### src/rtl/hcomm_pkg.sv
package hcomm_pkg;
  localparam int PHASES = 3;

  typedef struct packed {
    logic blank;     // dead-time window active
    logic killAll;   // stop or over-temperature
    logic killSink;  // undervoltage or lock latch
    logic chop;      // direct-PWM mode
  } hcommStrobe_t;
endpackage

### src/rtl/hcomm_sync.sv
module hcomm_sync #(
  parameter int WIDTH  = 1,
  parameter int STAGES = 2
) (
  input  logic             clk,
  input  logic             rstN,
  input  logic [WIDTH-1:0] din,
  output logic [WIDTH-1:0] dout
);
  logic [WIDTH-1:0] stage [STAGES];

  for (genvar i = 0; i < STAGES; i++) begin : g_stage
    if (i == 0) begin : g_first
      always_ff @(posedge clk or negedge rstN)
        if (!rstN) stage[i] <= '0;
        else       stage[i] <= din;
    end else begin : g_next
      always_ff @(posedge clk or negedge rstN)
        if (!rstN) stage[i] <= '0;
        else       stage[i] <= stage[i-1];
    end
  end

  assign dout = stage[STAGES-1];
endmodule

### src/rtl/hcomm_ctrl.sv
module hcomm_ctrl
  import hcomm_pkg::*;
#(
  parameter int DEAD_W = 8
) (
  input  logic              clk,
  input  logic              rstN,
  input  logic [PHASES-1:0] hallSync,
  input  logic              dirRev,
  input  logic              stopReq,
  input  logic              modeAmp,
  input  logic              underVolt,
  input  logic              lockTrip,
  input  logic              overTemp,
  input  logic [DEAD_W-1:0] deadCycles,
  output hcommStrobe_t      strobe
);
  localparam int KEY_W = PHASES + 1;

  logic [KEY_W-1:0]  keyNow, keyLast;
  logic              keyChange;
  logic [DEAD_W-1:0] deadCnt;

  assign keyNow    = {dirRev, hallSync};
  assign keyChange = (keyNow != keyLast);

  always_ff @(posedge clk or negedge rstN)
    if (!rstN) keyLast <= '0;
    else       keyLast <= keyNow;

  always_ff @(posedge clk or negedge rstN) begin
    if (!rstN)
      deadCnt <= '0;
    else if (keyChange)
      deadCnt <= (deadCycles == '0) ? '0 : deadCycles - 1'b1;
    else if (deadCnt != '0)
      deadCnt <= deadCnt - 1'b1;
  end

  always_comb begin
    strobe.blank    = (keyChange && deadCycles != '0) || (deadCnt != '0);
    strobe.killAll  = stopReq | overTemp;
    strobe.killSink = underVolt | lockTrip;
    strobe.chop     = ~modeAmp;
  end


  dead_countdown_chk: assert property (@(posedge clk) disable iff (!rstN)
    (deadCnt != '0 && !keyChange) |=> deadCnt == DEAD_W'($past(deadCnt) - 1'b1));


  dead_reload_chk: assert property (@(posedge clk) disable iff (!rstN)
    (keyChange && deadCycles != '0) |=> deadCnt == DEAD_W'($past(deadCycles) - 1'b1));
endmodule

### src/rtl/hcomm_datapath.sv
module hcomm_datapath
  import hcomm_pkg::*;
(
  input  logic              clk,
  input  logic              rstN,
  input  logic [PHASES-1:0] hallSync,
  input  logic              dirRev,
  input  logic              pwmIn,
  input  logic              tachSync,
  input  hcommStrobe_t      strobe,
  output logic [PHASES-1:0] srcOut,
  output logic [PHASES-1:0] snkOut,
  output logic              auxOut
);
  localparam logic [PHASES-1:0] PH_U = 3'b001;
  localparam logic [PHASES-1:0] PH_V = 3'b010;
  localparam logic [PHASES-1:0] PH_W = 3'b100;

  logic [PHASES-1:0] rowIdx, srcDec, snkDec, srcNext, snkNext;
  logic              invalid, offAll;

  assign rowIdx = hallSync ^ {PHASES{dirRev}};

  always_comb begin
    srcDec = '0;
    snkDec = '0;
    case (rowIdx)
      3'b101: begin srcDec = PH_V; snkDec = PH_U; end
      3'b100: begin srcDec = PH_W; snkDec = PH_U; end
      3'b110: begin srcDec = PH_W; snkDec = PH_V; end
      3'b010: begin srcDec = PH_U; snkDec = PH_V; end
      3'b011: begin srcDec = PH_U; snkDec = PH_W; end
      3'b001: begin srcDec = PH_V; snkDec = PH_W; end
      default: begin srcDec = '0; snkDec = '0; end
    endcase
  end

  assign invalid = (srcDec == '0);
  assign offAll  = strobe.killAll | strobe.blank | invalid;

  always_comb begin
    srcNext = offAll ? '0 : (srcDec & (strobe.chop ? {PHASES{pwmIn}} : {PHASES{1'b1}}));
    snkNext = (offAll | strobe.killSink) ? '0 : snkDec;
  end

  always_ff @(posedge clk or negedge rstN) begin
    if (!rstN) begin
      srcOut <= '0;
      snkOut <= '0;
      auxOut <= 1'b0;
    end else begin
      srcOut <= srcNext;
      snkOut <= snkNext;
      auxOut <= strobe.chop ? tachSync : pwmIn;
    end
  end


  one_per_side_chk: assert property (@(posedge clk) disable iff (!rstN)
    $onehot0(srcOut) && $onehot0(snkOut));


  no_phase_clash_chk: assert property (@(posedge clk) disable iff (!rstN)
    (srcOut & snkOut) == '0);


  kill_all_chk: assert property (@(posedge clk) disable iff (!rstN)
    strobe.killAll |=> (srcOut == '0 && snkOut == '0));


  kill_sink_chk: assert property (@(posedge clk) disable iff (!rstN)
    strobe.killSink |=> snkOut == '0);


  blank_off_chk: assert property (@(posedge clk) disable iff (!rstN)
    strobe.blank |=> (srcOut == '0 && snkOut == '0));


  chop_src_chk: assert property (@(posedge clk) disable iff (!rstN)
    (strobe.chop && !pwmIn) |=> srcOut == '0);


  aux_amp_chk: assert property (@(posedge clk) disable iff (!rstN)
    !strobe.chop |=> auxOut == $past(pwmIn));
endmodule

### src/rtl/hall_commutator.sv
module hall_commutator
  import hcomm_pkg::*;
#(
  parameter int SYNC_STAGES = 2,
  parameter int DEAD_W      = 8
) (
  input  logic              clk,
  input  logic              rstN,
  input  logic [2:0]        hallIn,
  input  logic              tachIn,
  input  logic              dirRev,
  input  logic              stopReq,
  input  logic              modeAmp,
  input  logic              pwmIn,
  input  logic              lockTrip,
  input  logic              underVolt,
  input  logic              overTemp,
  input  logic [DEAD_W-1:0] deadCycles,
  output logic [2:0]        srcOut,
  output logic [2:0]        snkOut,
  output logic              auxOut
);
  localparam int SYNC_W = PHASES + 1;

  logic [SYNC_W-1:0] syncOut;
  logic [PHASES-1:0] hallSync;
  logic              tachSync;
  hcommStrobe_t      strobe;

  hcomm_sync #(.WIDTH(SYNC_W), .STAGES(SYNC_STAGES)) u_sync (
    .clk  (clk),
    .rstN (rstN),
    .din  ({tachIn, hallIn}),
    .dout (syncOut)
  );

  assign hallSync = syncOut[PHASES-1:0];
  assign tachSync = syncOut[SYNC_W-1];

  hcomm_ctrl #(.DEAD_W(DEAD_W)) u_ctrl (
    .clk        (clk),
    .rstN       (rstN),
    .hallSync   (hallSync),
    .dirRev     (dirRev),
    .stopReq    (stopReq),
    .modeAmp    (modeAmp),
    .underVolt  (underVolt),
    .lockTrip   (lockTrip),
    .overTemp   (overTemp),
    .deadCycles (deadCycles),
    .strobe     (strobe)
  );

  hcomm_datapath u_dp (
    .clk      (clk),
    .rstN     (rstN),
    .hallSync (hallSync),
    .dirRev   (dirRev),
    .pwmIn    (pwmIn),
    .tachSync (tachSync),
    .strobe   (strobe),
    .srcOut   (srcOut),
    .snkOut   (snkOut),
    .auxOut   (auxOut)
  );
endmodule

### config.mk
export PLATFORM = sky130hd
export DESIGN_NAME = hall_commutator
export DESIGN_NICKNAME = d
export VERILOG_FILES = /design/src/rtl/hcomm_pkg.sv /design/src/rtl/hcomm_sync.sv /design/src/rtl/hcomm_ctrl.sv /design/src/rtl/hcomm_datapath.sv /design/src/rtl/hall_commutator.sv
export SDC_FILE = /design/constraint.sdc
export NUM_CORES = 1
export LEC_CHECK = 0
export BUFFER_PORTS_ARGS = -buffer_cell sky130_fd_sc_hd__buf_2
export CAP_MARGIN = 20
export CORE_AREA = 3 3 43 74
export DETAILED_ROUTE_END_ITERATION = 10
export DIE_AREA = 0 0 46 77
export PLACE_DENSITY_LB_ADDON = 0.1
export RECOVER_POWER = 25
export SYNTH_ARGS = -nofsm -noshare
export SYNTH_HDL_FRONTEND = slang
export SYNTH_SLANG_ARGS = --single-unit
### constraint.sdc
create_clock -name clk -period 2.8 [get_ports clk]
set_input_delay 0.14 -clock clk [delete_from_list [all_inputs] [get_ports clk]]
set_output_delay 0.14 -clock clk [all_outputs]
set_load 0.02 [all_outputs]
* Word level (Yosys, flattened, before mapping)
Index checks and enable logic that the tools add are counted.
Storage, ports and cells: register bits after elaboration 27, input bits 21, output and inout bits 7, word-level logic and storage cells 45
Cells by class: $add $sub $neg 2, equality and inequality tests 7, multiplexer cells 9, bitwise gates (word level) 7, reduce and logical (&&, ||, !) cells 13
Operators with widths (number):
- 8-bit two-way mux | 3
- 3-bit case mux with 3 select lines | 2
- 8-bit nonzero test | 2
- 8-bit by 1-bit subtractor with 8-bit output (second input constant) | 2
- 2-bit OR reduction | 6
- 3-bit == test (second input constant) | 3
- 3-bit two-way mux | 3
- 8-bit zero test | 1
- 3-bit by 2-bit == test with 1-bit output (second input constant) | 2
- 1-bit bitwise OR | 5
- 4-bit inequality test | 1
- 3-bit bitwise AND | 1
- 3-bit by 1-bit == test with 1-bit output (second input constant) | 1
- 3-bit zero test | 1
- 3-bit bitwise XOR | 1
- 2-bit nonzero test | 1
- 1-bit logical AND | 1
- 1-bit logical OR | 1
- 1-bit two-way mux | 1

* Depth between registers and ports, before layout
Gate-level depths: netlist of the first run.
depth in word-level cells 8, depth in mapped cells 7, depth with buffers taken out 6

* Modules after synthesis
From an unflattened synthesis of the first run, not the netlist that was laid out.
Second synthesis, totals: cell total of the unflattened synthesis 116, area total of the unflattened synthesis 1400.1 um2
By module, submodules not included:
- hcomm_ctrl | instances 1, cells each 75, area each 805.8 um2, sequential area each 300.3 um2
- hcomm_datapath | instances 1, cells each 29, area each 364.1 um2, sequential area each 175.2 um2
- hcomm_sync | instances 1, cells each 12, area each 230.2 um2, sequential area each 200.2 um2

* Least setup slack after synthesis of the first run
Ideal clock, no wire load.
path type flip-flop to flip-flop, from reg u_ctrl.deadCnt[3], to reg u_ctrl.deadCnt[7], library setup time 0.082 ns, data arrival time 1.577 ns, required time 2.718 ns, path slack 1.141 ns, cell stages (with the launch flop) 4, path buffers 0, period minus slack after synthesis 1.659 ns, cells stage by stage dfrtp_1 > or4_4 > or4_1 > a31oi_1
On the way: longest elaborated chain between the ends 3, elaborated cells between the ends (all ways) 5, those cells by class 1 x add/sub; 2 x mux; 2 x reduce/logical
RTL lines:
- from (decl) | RTL line hcomm_ctrl.sv:22 | logic [DEAD_W-1:0] deadCnt;
- from (signal assigned) | RTL line hcomm_ctrl.sv:35 | deadCnt <= (deadCycles == '0) ? '0 : deadCycles - 1'b1;
- from (signal assigned) | RTL line hcomm_ctrl.sv:37 | deadCnt <= deadCnt - 1'b1;
- 8-bit by 1-bit subtractor with 8-bit output | RTL line hcomm_ctrl.sv:37
- 8-bit two-way mux | RTL line hcomm_ctrl.sv:36 | else if (deadCnt != '0)
- 8-bit two-way mux | RTL line hcomm_ctrl.sv:34 | else if (keyChange)
Parallel ways exist; a longest one is shown, timed or not. The select of a mux whose other input is x is not followed. A chain may end at the register's enable or synchronous reset.

* Worst setup path after layout of the first run
from reg u_ctrl.deadCnt[3], to reg u_dp.snkOut[2]
On the way: longest elaborated chain between the ends 6
RTL lines:
- 8-bit nonzero test | RTL line hcomm_ctrl.sv:41 | strobe.blank = (keyChange && deadCycles != '0) || (deadCnt != '0);
- 1-bit logical OR | RTL line hcomm_ctrl.sv:41
- 1-bit bitwise OR (2 in series) | RTL line hcomm_datapath.sv:39 | assign offAll = strobe.killAll | strobe.blank | invalid;
- 1-bit bitwise OR | RTL line hcomm_datapath.sv:43 | snkNext = (offAll | strobe.killSink) ? '0 : snkDec;
- 3-bit two-way mux | RTL line hcomm_datapath.sv:43
- via u_dp.snkNext[2] | RTL line hcomm_datapath.sv:19 | logic [PHASES-1:0] rowIdx, srcDec, snkDec, srcNext, snkNext;
- to (signal assigned) | RTL line hcomm_datapath.sv:53 | snkOut <= snkNext;
- to (decl) | RTL line hcomm_datapath.sv:12 | output logic [PHASES-1:0] snkOut,
The timed path passes the listed nets, and every way through them passes these cells.

==> results.toml, run 1 <==
[sta]
timing.slew.headroom_pct = 6.375
finalHoldViolations = 0
rsz0062_at_grt = "false"
final-setup-viol-count = 0
slew_violations = 0
achievable-frequency_ghz = 0.5414
tns_ns = 0
post-route-min-period_ns = 1.847
finClkSkew_ns = 0.01076
worst_slew_pin_slew_ns = 1.404
period_share_pct = 65.97

[synthesis]
synth_enable_flop_cells = 0
synth_most_common_cell = "dfrtp_1"
synth_area_um2 = 1305
async_reset_ff_share_pct = 100.0
synthTopCellsByArea = "dfrtp_1, xnor2_1, mux2i_1"
ys_seq_area_share_pct = 51.77
ys_top_cells_by_count = "dfrtp_1, nor3_1, xnor2_1, nor2_1"
synth_fp_nets = 141
syn-instance-count = 118
ys_ff_latch = 27
synth_top_area_share_pct = 51.77
synth_ff_type = "dfrtp_1"
synth_area_leader_cell = "dfrtp_1"
yosys_warnings = 0
syn-mean-instance-area_um2 = 11.06
synth_cell_types = 33

[worst_setup_path]
r2r_slack_ns = 0.95
crit_arrival_ns = 2.02
rr_startpoint = "u_ctrl.deadCnt[3]"
end_kind = "flip-flop"
cp.required_ns = 2.97
crit_start = "u_ctrl.deadCnt[3]"
path_max_fanout = 6
cp-start-kind = "flip-flop"
rr_worst_depth = 4
crit_type = "flip-flop to flip-flop"

[place]
dp_hpwl_um = 2048
io_buffer_count = 27
dp.cells = 166
routabilityCongestion = 0.8040

[cts]
ctsLongestPathBuffers = 2
cts.sinks = 27
cts_tree = "yes"
clock_latency_ns = 0.27
numCtsBuffers = 3
clk_pin_slew_ns = 0.10
cts_resized = 0
hold_buffers = 5
cts_root_buf = "clkbuf_8"
htree_levels = 1
cts_setup_buffers = 0

[pwr]
power_frac_comb_pct = 14.8
ir_drop_mv = 0.3933
p_int_w = 0.0005668
switching_power_w = 0.0002014
p_leak_nw = 0.6643
p_seq_share_pct = 56.3
netSwitchingFraction_pct = 26.21
pwr_density_cell_nw_per_um2 = 498.7
p_clk_share_pct = 28.8

[global_route]
grt_pass1_wl_um = 4560
grt_overflow = 0
grt_max_degree = 28
grt_pass1_vias = 1102
antenna_found_initial = 0
grt_use_total_pct = 16.99

[flow_run]
maxCapViolCount = 0

[route]
vias = 988
postRouteAntennaNets = 0
routedWlPerCell_um = 15.06
routed_wirelength_um = 2635
first_pass_iters = 4
via_per_inst = 5.646
remaining_drc_errors = 0
dr.first_iter.drc_count = 10

[final_layout]
insertedDiodeCount = 0
drive_above_1_share_pct = 22.97
nets = 172
fin_cells = 175
syn_to_final_growth_pct = 18.03
nFillCells = 260
regArea_um2 = 675.6
multiInputGateArea_um2 = 584.3
utilization_pct = 57.26

[min_path]
hp-start = "deadCycles[0]"
hold_path.class = "input pin to flip-flop"
whs_path_depth = 2

[outcome]
status = "complete, no violations"

[floorplanning]
die-area_um2 = 3542
chipHeight_um = 77
num_rows = 25
ioPinCount = 28
initial_core_util_pct = 48.51
core_area_um2 = 2690
die_x_um = 46
==> area by class of cell <==
| class | count | area share (%) |
|---|---|---|
| Timing Repair Buffer | 32 | 11.86 |
| Inverter | 4 | 0.9748 |
| Sequential cell | 27 | 43.87 |
| Multi-Input combinational cell | 81 | 37.94 |
| Clock inverter | 1 | 0.4874 |
| Tap cell | 27 | 2.193 |
| Clock buffer | 3 | 2.681 |
==> through the flow <==
stage	cell area, um^2	hold WS, ns	power, W	setup WS [ns]
2_1_floorplan	1305	-0.1556	0.0005083	1.141
5_1_grt	1540	0.1098	0.0008087	0.8710
3_5_place_dp	1444	0.1821	0.0005508	0.7822
6_report	1540	0.1136	0.0007681	0.9528
4_1_cts	1543	0.07808	0.0007759	0.9692
3_3_place_gp	1444	0.1653	0.0005460	0.8494
==> metal layers <==
layer | vias up | GRT usage [%] | routed length, um | part of all wire (%)
met1 | 477 | 16.74 | 927 | 35
met3 | 8 | 2.347 | 96 | 3.6
met2 | 30 | 32.04 | 1547 | 59
met4 | 0 | 6.838 | 63 | 2.4
met5 | - | 0 | 0 | 0
li1 | 473 | - | - | -
==> power groups by stage <==
stage	combinational [W]	clock [W]	sequential, W
floorplan	0.0000752	0	0.000433
global placement	0.000106	0	0.000440
detailed placement	0.000110	0	0.000441
CTS	0.000116	0.000227	0.000433
global route	0.000129	0.000244	0.000436
finish	0.000114	0.000222	0.000433
==> state kept, by name (all words and copies together) (netlist names) <==
register        count
u_sync.stage        4
u_sync.dout         4
u_dp.snkOut         3
u_ctrl.keyLast      4
u_ctrl.deadCnt      8
u_dp.auxOut         1
u_dp.srcOut         3
==> worst max-delay path: stages, from the launching register on <==
cell and delay (ns):
dfrtp_1 0.44, or4_4 0.58, nor3_4 0.27, o2111ai_4 0.20, nor3_1 0.26
==> layout by cell type, fill, tap and decap left out, types with 2 or more instances in the layout <==
master,Yosys,final
mux2i_1,6,6
dfrtp_1,27,27
o22ai_1,4,4
nand2_1,2,2
xnor2_1,10,10
nor2b_1,5,5
o21ai_0,3,3
a21oi_1,2,2
clkbuf_8,0,3
o2bb2ai_1,2,2
or4_1,2,2
dlygate4sd3_1,0,5
buf_2,6,25
xor2_1,2,2
nor2_1,9,9
clkbuf_1,0,2
nor3_1,11,11
ha_1,2,2
or3_1,3,3
inv_1,4,4
nand2b_1,2,2
a22oi_1,2,2
==> cell families after synthesis <==
kind of cell / count (synthesis) / share of synthesized area, %
buffers and inverters: 10 / 3.451
multiplexers: 7 / 5.465
AND/OR/NAND/NOR: 44 / 19.94
XOR/XNOR: 12 / 8.054
AO/OA/AOI/OAI: 16 / 9.396
adder cells (fa/ha/maj): 2 / 1.917
flip-flops: 27 / 51.77
==> worst paths after layout <==
check	endpoint
setup / recovery	u_dp.snkOut[2]
hold / removal	u_ctrl.deadCnt[0]
setup reg to reg	u_dp.snkOut[2]
hold reg to reg	u_sync.dout[1]
max in group asynchronous	u_ctrl.deadCnt[0]
min in group asynchronous	u_ctrl.deadCnt[4]
No activity file was read; power rests on OpenSTA's default activity.
==> run 2, diff against run 1 <==
--- a/config.mk
+++ b/config.mk
@@ -7,9 +7,9 @@
 export LEC_CHECK = 0
 export BUFFER_PORTS_ARGS = -buffer_cell sky130_fd_sc_hd__buf_2
 export CAP_MARGIN = 20
-export CORE_AREA = 3 3 43 74
+export CORE_AREA = 3 3 44 76
 export DETAILED_ROUTE_END_ITERATION = 10
-export DIE_AREA = 0 0 46 77
+export DIE_AREA = 0 0 47 79
 export PLACE_DENSITY_LB_ADDON = 0.1
 export RECOVER_POWER = 25
 export SYNTH_ARGS = -nofsm -noshare
==> constraint.sdc (replaced) <==
create_clock -name clk -period 1.5 [get_ports clk]
set_input_delay 0.075 -clock clk [delete_from_list [all_inputs] [get_ports clk]]
set_output_delay 0.075 -clock clk [all_outputs]
set_load 0.02 [all_outputs]
==> run 2 against run 1 <==
Effect of this change: the run now ends with negative setup slack left; critical path type unchanged; sequential power rose by 84%; sequential share of layout area decreased by 4.0 points; utilization rose by 4.2 points; clock power is 80% higher; via count up 6.7%; clock skew fell by 0.0062 ns; clock-buffer cell count is 1 higher; first-iteration DRC count rose to 2.5 times the previous value; die area is 4.8% higher; combinational power rose to 2.6 times the previous value; critical endpoint is now u_ctrl.deadCnt[0]; critical path depth increased by 1.
==> results.toml, run 2 (synthesis results as in run 1) <==
[sta]
rsz0062_at_grt = "true"
worst_slew_pin_slew_ns = 0.5944
final-setup-viol-count = 13
finClkSkew_ns = 0.004530
timing.slew.headroom_pct = 60.37
slew_violations = 0
achievable-frequency_ghz = 0.5874
post-route-min-period_ns = 1.702
tns_ns = -2.194
period_share_pct = 113.5
setup_slack_ns = -0.2024
finalHoldViolations = 0

[cts]
numCtsBuffers = 3
ctsLongestPathBuffers = 2
cts_tree = "yes"
cts_root_buf = "clkbuf_8"
clock_latency_ns = 0.27
htree_levels = 1
cts.sinks = 27
clk_pin_slew_ns = 0.09

[route]
routedWlPerCell_um = 15.36
via_per_inst = 5.518
remaining_drc_errors = 0
first_pass_iters = 4
postRouteAntennaNets = 0
vias = 1054
routed_wirelength_um = 2933
dr.first_iter.drc_count = 25

[min_path]
hold_path.class = "input pin to flip-flop"

[floorplanning]
core_area_um2 = 2753
chipHeight_um = 79
die-area_um2 = 3713
num_rows = 25
ioPinCount = 28
initial_core_util_pct = 47.41
die_x_um = 47

[place]
place_ws_ns = -0.2304
routabilityCongestion = 0.8394
io_buffer_count = 27
dp_hpwl_um = 2183

[pwr]
pwr_density_cell_nw_per_um2 = 881.3
ir_drop_mv = 0.7411
p_leak_nw = 0.7522
power.total_w = 0.001492

[final_layout]
nFillCells = 254
layout_common_cells = "dfrtp_1, buf_2, buf_4"
layout_commonest_cell = "dfrtp_1"
syn_to_final_growth_pct = 29.72
insertedDiodeCount = 0
top_register = "u_ctrl.deadCnt"
nets = 188
largest_register_ffs = 8
drive_above_1_share_pct = 31.71

[worst_setup_path]
crit_type = "flip-flop to flip-flop"
end_kind = "flip-flop"
crit_arrival_ns = 1.85
cp.required_ns = 1.65
cp-start-kind = "flip-flop"
path_max_fanout = 4

[global_route]
grt_use_total_pct = 16.93
antenna_found_initial = 0
grt_pass1_vias = 1067
grt_max_degree = 28
grt_pass1_wl_um = 4519
grt_overflow = 0

[flow_run]
maxCapViolCount = 0

[outcome]
failed_checks = "negative setup slack"
status = "complete, but fails checks"
## run 2: cell count changes in the layout (fill, tap and decap cells not counted), sizes merged
cell / delta
clkbuf: +2
buf: +15
clkinvlp: -1
## run 2: worst paths after layout
check,start,slack (ns),cells past startpoint,end
max reg2reg,u_ctrl.deadCnt[6],-0.20,5,u_ctrl.deadCnt[0]
min in group asynchronous,rstN,0.34,2,u_ctrl.deadCnt[3]
max in group asynchronous,rstN,0.77,2,u_ctrl.keyLast[0]
max,u_ctrl.deadCnt[6],-0.20,5,u_ctrl.deadCnt[0]
min,pwmIn,0.05,2,u_dp.auxOut
min reg2reg,u_sync.stage[4],0.35,0,u_sync.dout[0]
## run 2: stage by stage
| stage | util, % | hold WS (ns) | instances | area, um^2 |
|---|---|---|---|---|
| 2_1_floorplan | - | -0.2206 | 118 | 1320 |
| 3_3_place_gp | 56.55 | 0.1046 | 181 | 1556 |
| 5_1_grt | 61.50 | 0.05106 | 191 | 1693 |
| 4_1_cts | 60.77 | 0.01962 | 191 | 1673 |
| 3_5_place_dp | 56.55 | 0.1204 | 181 | 1556 |
| 6_report | 61.50 | 0.05455 | 191 | 1693 |
## run 2: worst max-delay path, stage by stage (launching register included)
cell and delay [ns]:
dfrtp_1 0.39, or4_4 0.57, nor3_4 0.24, buf_4 0.18, xnor2_2 0.11, o22ai_1 0.09
## run 2: metal layers
metal	global-route usage [%]	up-vias	share of wire, %
met5	0	-	0
met4	6.925	0	2.0
met1	16.99	520	35
met2	31.74	19	59
li1	-	509	-
met3	2.494	6	3.1
## run 2: timing repair
item | in CTS | in global routing
gates resized for setup | 3 | 5
hold buffers | 5 | 0
setup buffers | 1 | 0
setup endpoints to repair | 14 | 14
gates cloned | 0 | 0
endpoints found under the hold margin | 31 | 0
pin swaps | 1 | 2
## run 2: power breakdown
part	switching, W	internal [W]
Clock	0.000210	0.000190
Sequential	0.0000255	0.000769
Combinational	0.000150	0.000147
Total	0.000386	0.00111
## run 2: final cells by class
type,instances,area (um^2),share of cell area (%)
clock buffer,4,45.04,2.661
multi-input combinational,81,626.9,37.03
timing repair buffer,48,296.5,17.52
tap,27,33.78,1.996
inverter,4,15.01,0.8869
sequential,27,675.6,39.91
==> run 3, diff against run 2 <==
--- a/config.mk
+++ b/config.mk
@@ -5,7 +5,7 @@
 export SDC_FILE = /design/constraint.sdc
 export NUM_CORES = 1
 export LEC_CHECK = 0
-export BUFFER_PORTS_ARGS = -buffer_cell sky130_fd_sc_hd__buf_2
+export BUFFER_PORTS_ARGS = -buffer_cell sky130_fd_sc_hd__clkbuf_2
 export CAP_MARGIN = 20
 export CORE_AREA = 3 3 44 76
 export DETAILED_ROUTE_END_ITERATION = 10
==> run 3 against run 2 <==
Effect of this change: critical endpoint is now u_dp.srcOut[0]; combinational power shrank 3%; the run still ends with negative setup slack left; clock power is essentially flat; utilization is the same; die area is the same.
==> results.toml, run 3 (synthesis results as in run 1) <==
[cts]
clock_latency_ns = 0.27
cts.sinks = 27
ctsLongestPathBuffers = 2
numCtsBuffers = 3
htree_levels = 1
clk_pin_slew_ns = 0.09
cts_tree = "yes"
cts_root_buf = "clkbuf_8"

[sta]
finalHoldViolations = 0
slew_violations = 0
tns_ns = -1.474
final-setup-viol-count = 13
timing.slew.headroom_pct = 56.31
setup_slack_ns = -0.1955
worst_slew_pin_slew_ns = 0.6554
period_share_pct = 113.0
rsz0062_at_grt = "true"
finClkSkew_ns = 0.002743
achievable-frequency_ghz = 0.5898
post-route-min-period_ns = 1.696

[final_layout]
drive_above_1_share_pct = 32.93
fin_cells = 191
largest_register_ffs = 8
syn_to_final_growth_pct = 29.72
top_register = "u_ctrl.deadCnt"
layout_common_cells = "dfrtp_1, clkbuf_2, buf_4"
layout_commonest_cell = "dfrtp_1"
insertedDiodeCount = 0
nFillCells = 251
nets = 188

[route]
routed.top_layer = "met4"
routedWlPerCell_um = 14.44
vias = 1035
wl_met3_um = 84
remaining_drc_errors = 0
dr.first_iter.drc_count = 17
first_pass_iters = 4
routed_wirelength_um = 2758
postRouteAntennaNets = 0
via_per_inst = 5.419
wl_met2_um = 1582
met1_length_um = 1044

[floorplanning]
chipHeight_um = 79
core_area_um2 = 2753
die_x_um = 47
ioPinCount = 28
die-area_um2 = 3713
initial_core_util_pct = 47.41
num_rows = 25

[worst_setup_path]
cp-start-kind = "flip-flop"
max_stage_delay_ns = 0.57
crit_arrival_ns = 1.88
r2r_slack_ns = -0.20
slowest_stage = "or4_4"
crit_type = "flip-flop to flip-flop"
rr_worst_depth = 4
cp.required_ns = 1.68
crit_chain = "or4_4 > nor3_4 > o2111ai_4 > nor3_1"
path_max_fanout = 6
end_kind = "flip-flop"

[global_route]
grt_use_total_pct = 17.84
grt_pass1_vias = 1120
grt_overflow = 0
grt_pass1_wl_um = 4850
grt_max_degree = 28
antenna_found_initial = 0

[place]
dp.cells = 181
io_buffer_count = 27
dp_hpwl_um = 2181
place_ws_ns = -0.2323
routabilityCongestion = 0.8391

[min_path]
whs_path_depth = 2
hold_path.class = "input pin to flip-flop"

[flow_run]
maxCapViolCount = 0

[outcome]
failed_checks = "negative setup slack"
status = "complete, but fails checks"

[pwr]
p_leak_nw = 0.7468
ir_drop_mv = 0.6107
pwr_density_cell_nw_per_um2 = 874.7
## run 3: per-layer routing
layer | vias to the layer above | track usage, %
met4 | 0 | 6.371
met3 | 6 | 2.948
met2 | 17 | 31.34
met5 | - | 0
li1 | 508 | -
met1 | 504 | 20.47
## run 3: timing repair
| item | 4_1_cts | 5_1_grt |
|---|---|---|
| pin swaps | 5 | 5 |
| buffers inserted | 1 | 0 |
| setup endpoints to repair | 14 | 14 |
| gates resized for setup | 3 | 6 |
| hold buffers | 5 | 0 |
| endpoints found under the hold margin | 31 | 0 |
## run 3: cell type report
| type | instances | area [um^2] | share of cell area, % |
|---|---|---|---|
| repair buffers | 48 | 300.3 | 17.74 |
| well taps | 27 | 33.78 | 1.996 |
| inverters | 4 | 15.01 | 0.8869 |
| multi-input cells | 81 | 623.1 | 36.81 |
| clock buffers | 4 | 45.04 | 2.661 |
| flip-flops and latches | 27 | 675.6 | 39.91 |
## run 3: through the flow
step / hold slack, ns / area, um^2 / total power, W / util (%)
after global routing: 0.06825 / 1693 / 0.001566 / 61.50
after global placement: 0.1273 / 1556 / 0.001062 / 56.55
after floorplan: -0.2206 / 1320 / 0.0009536 / -
final: 0.06719 / 1693 / 0.001481 / 61.50
after CTS: 0.04157 / 1673 / 0.001482 / 60.77
after detailed placement: 0.1366 / 1556 / 0.001070 / 56.55
## run 3: power by group
part	switching (W)	total [W]	internal, W
Clock	0.000210	0.000399	0.000190
Sequential	0.0000236	0.000793	0.000769
Combinational	0.000146	0.000288	0.000143
Total	0.000379	0.00148	0.00110
## run 3: worst paths after layout
check / start / to
min in group asynchronous: rstN / u_ctrl.deadCnt[5]
setup reg to reg: u_ctrl.deadCnt[6] / u_dp.srcOut[0]
hold reg to reg: u_sync.stage[4] / u_sync.dout[0]
setup / recovery: u_ctrl.deadCnt[6] / u_dp.srcOut[0]
hold / removal: pwmIn / u_dp.auxOut
max in group asynchronous: rstN / u_ctrl.deadCnt[1]
## run 3: worst max-delay path, delay by kind of cell, from the launching register on
| family | cells | cell delay [ns] |
|---|---|---|
| simple gates | 3 | 1.02 |
| flops | 1 | 0.39 |
| compound gates | 1 | 0.20 |
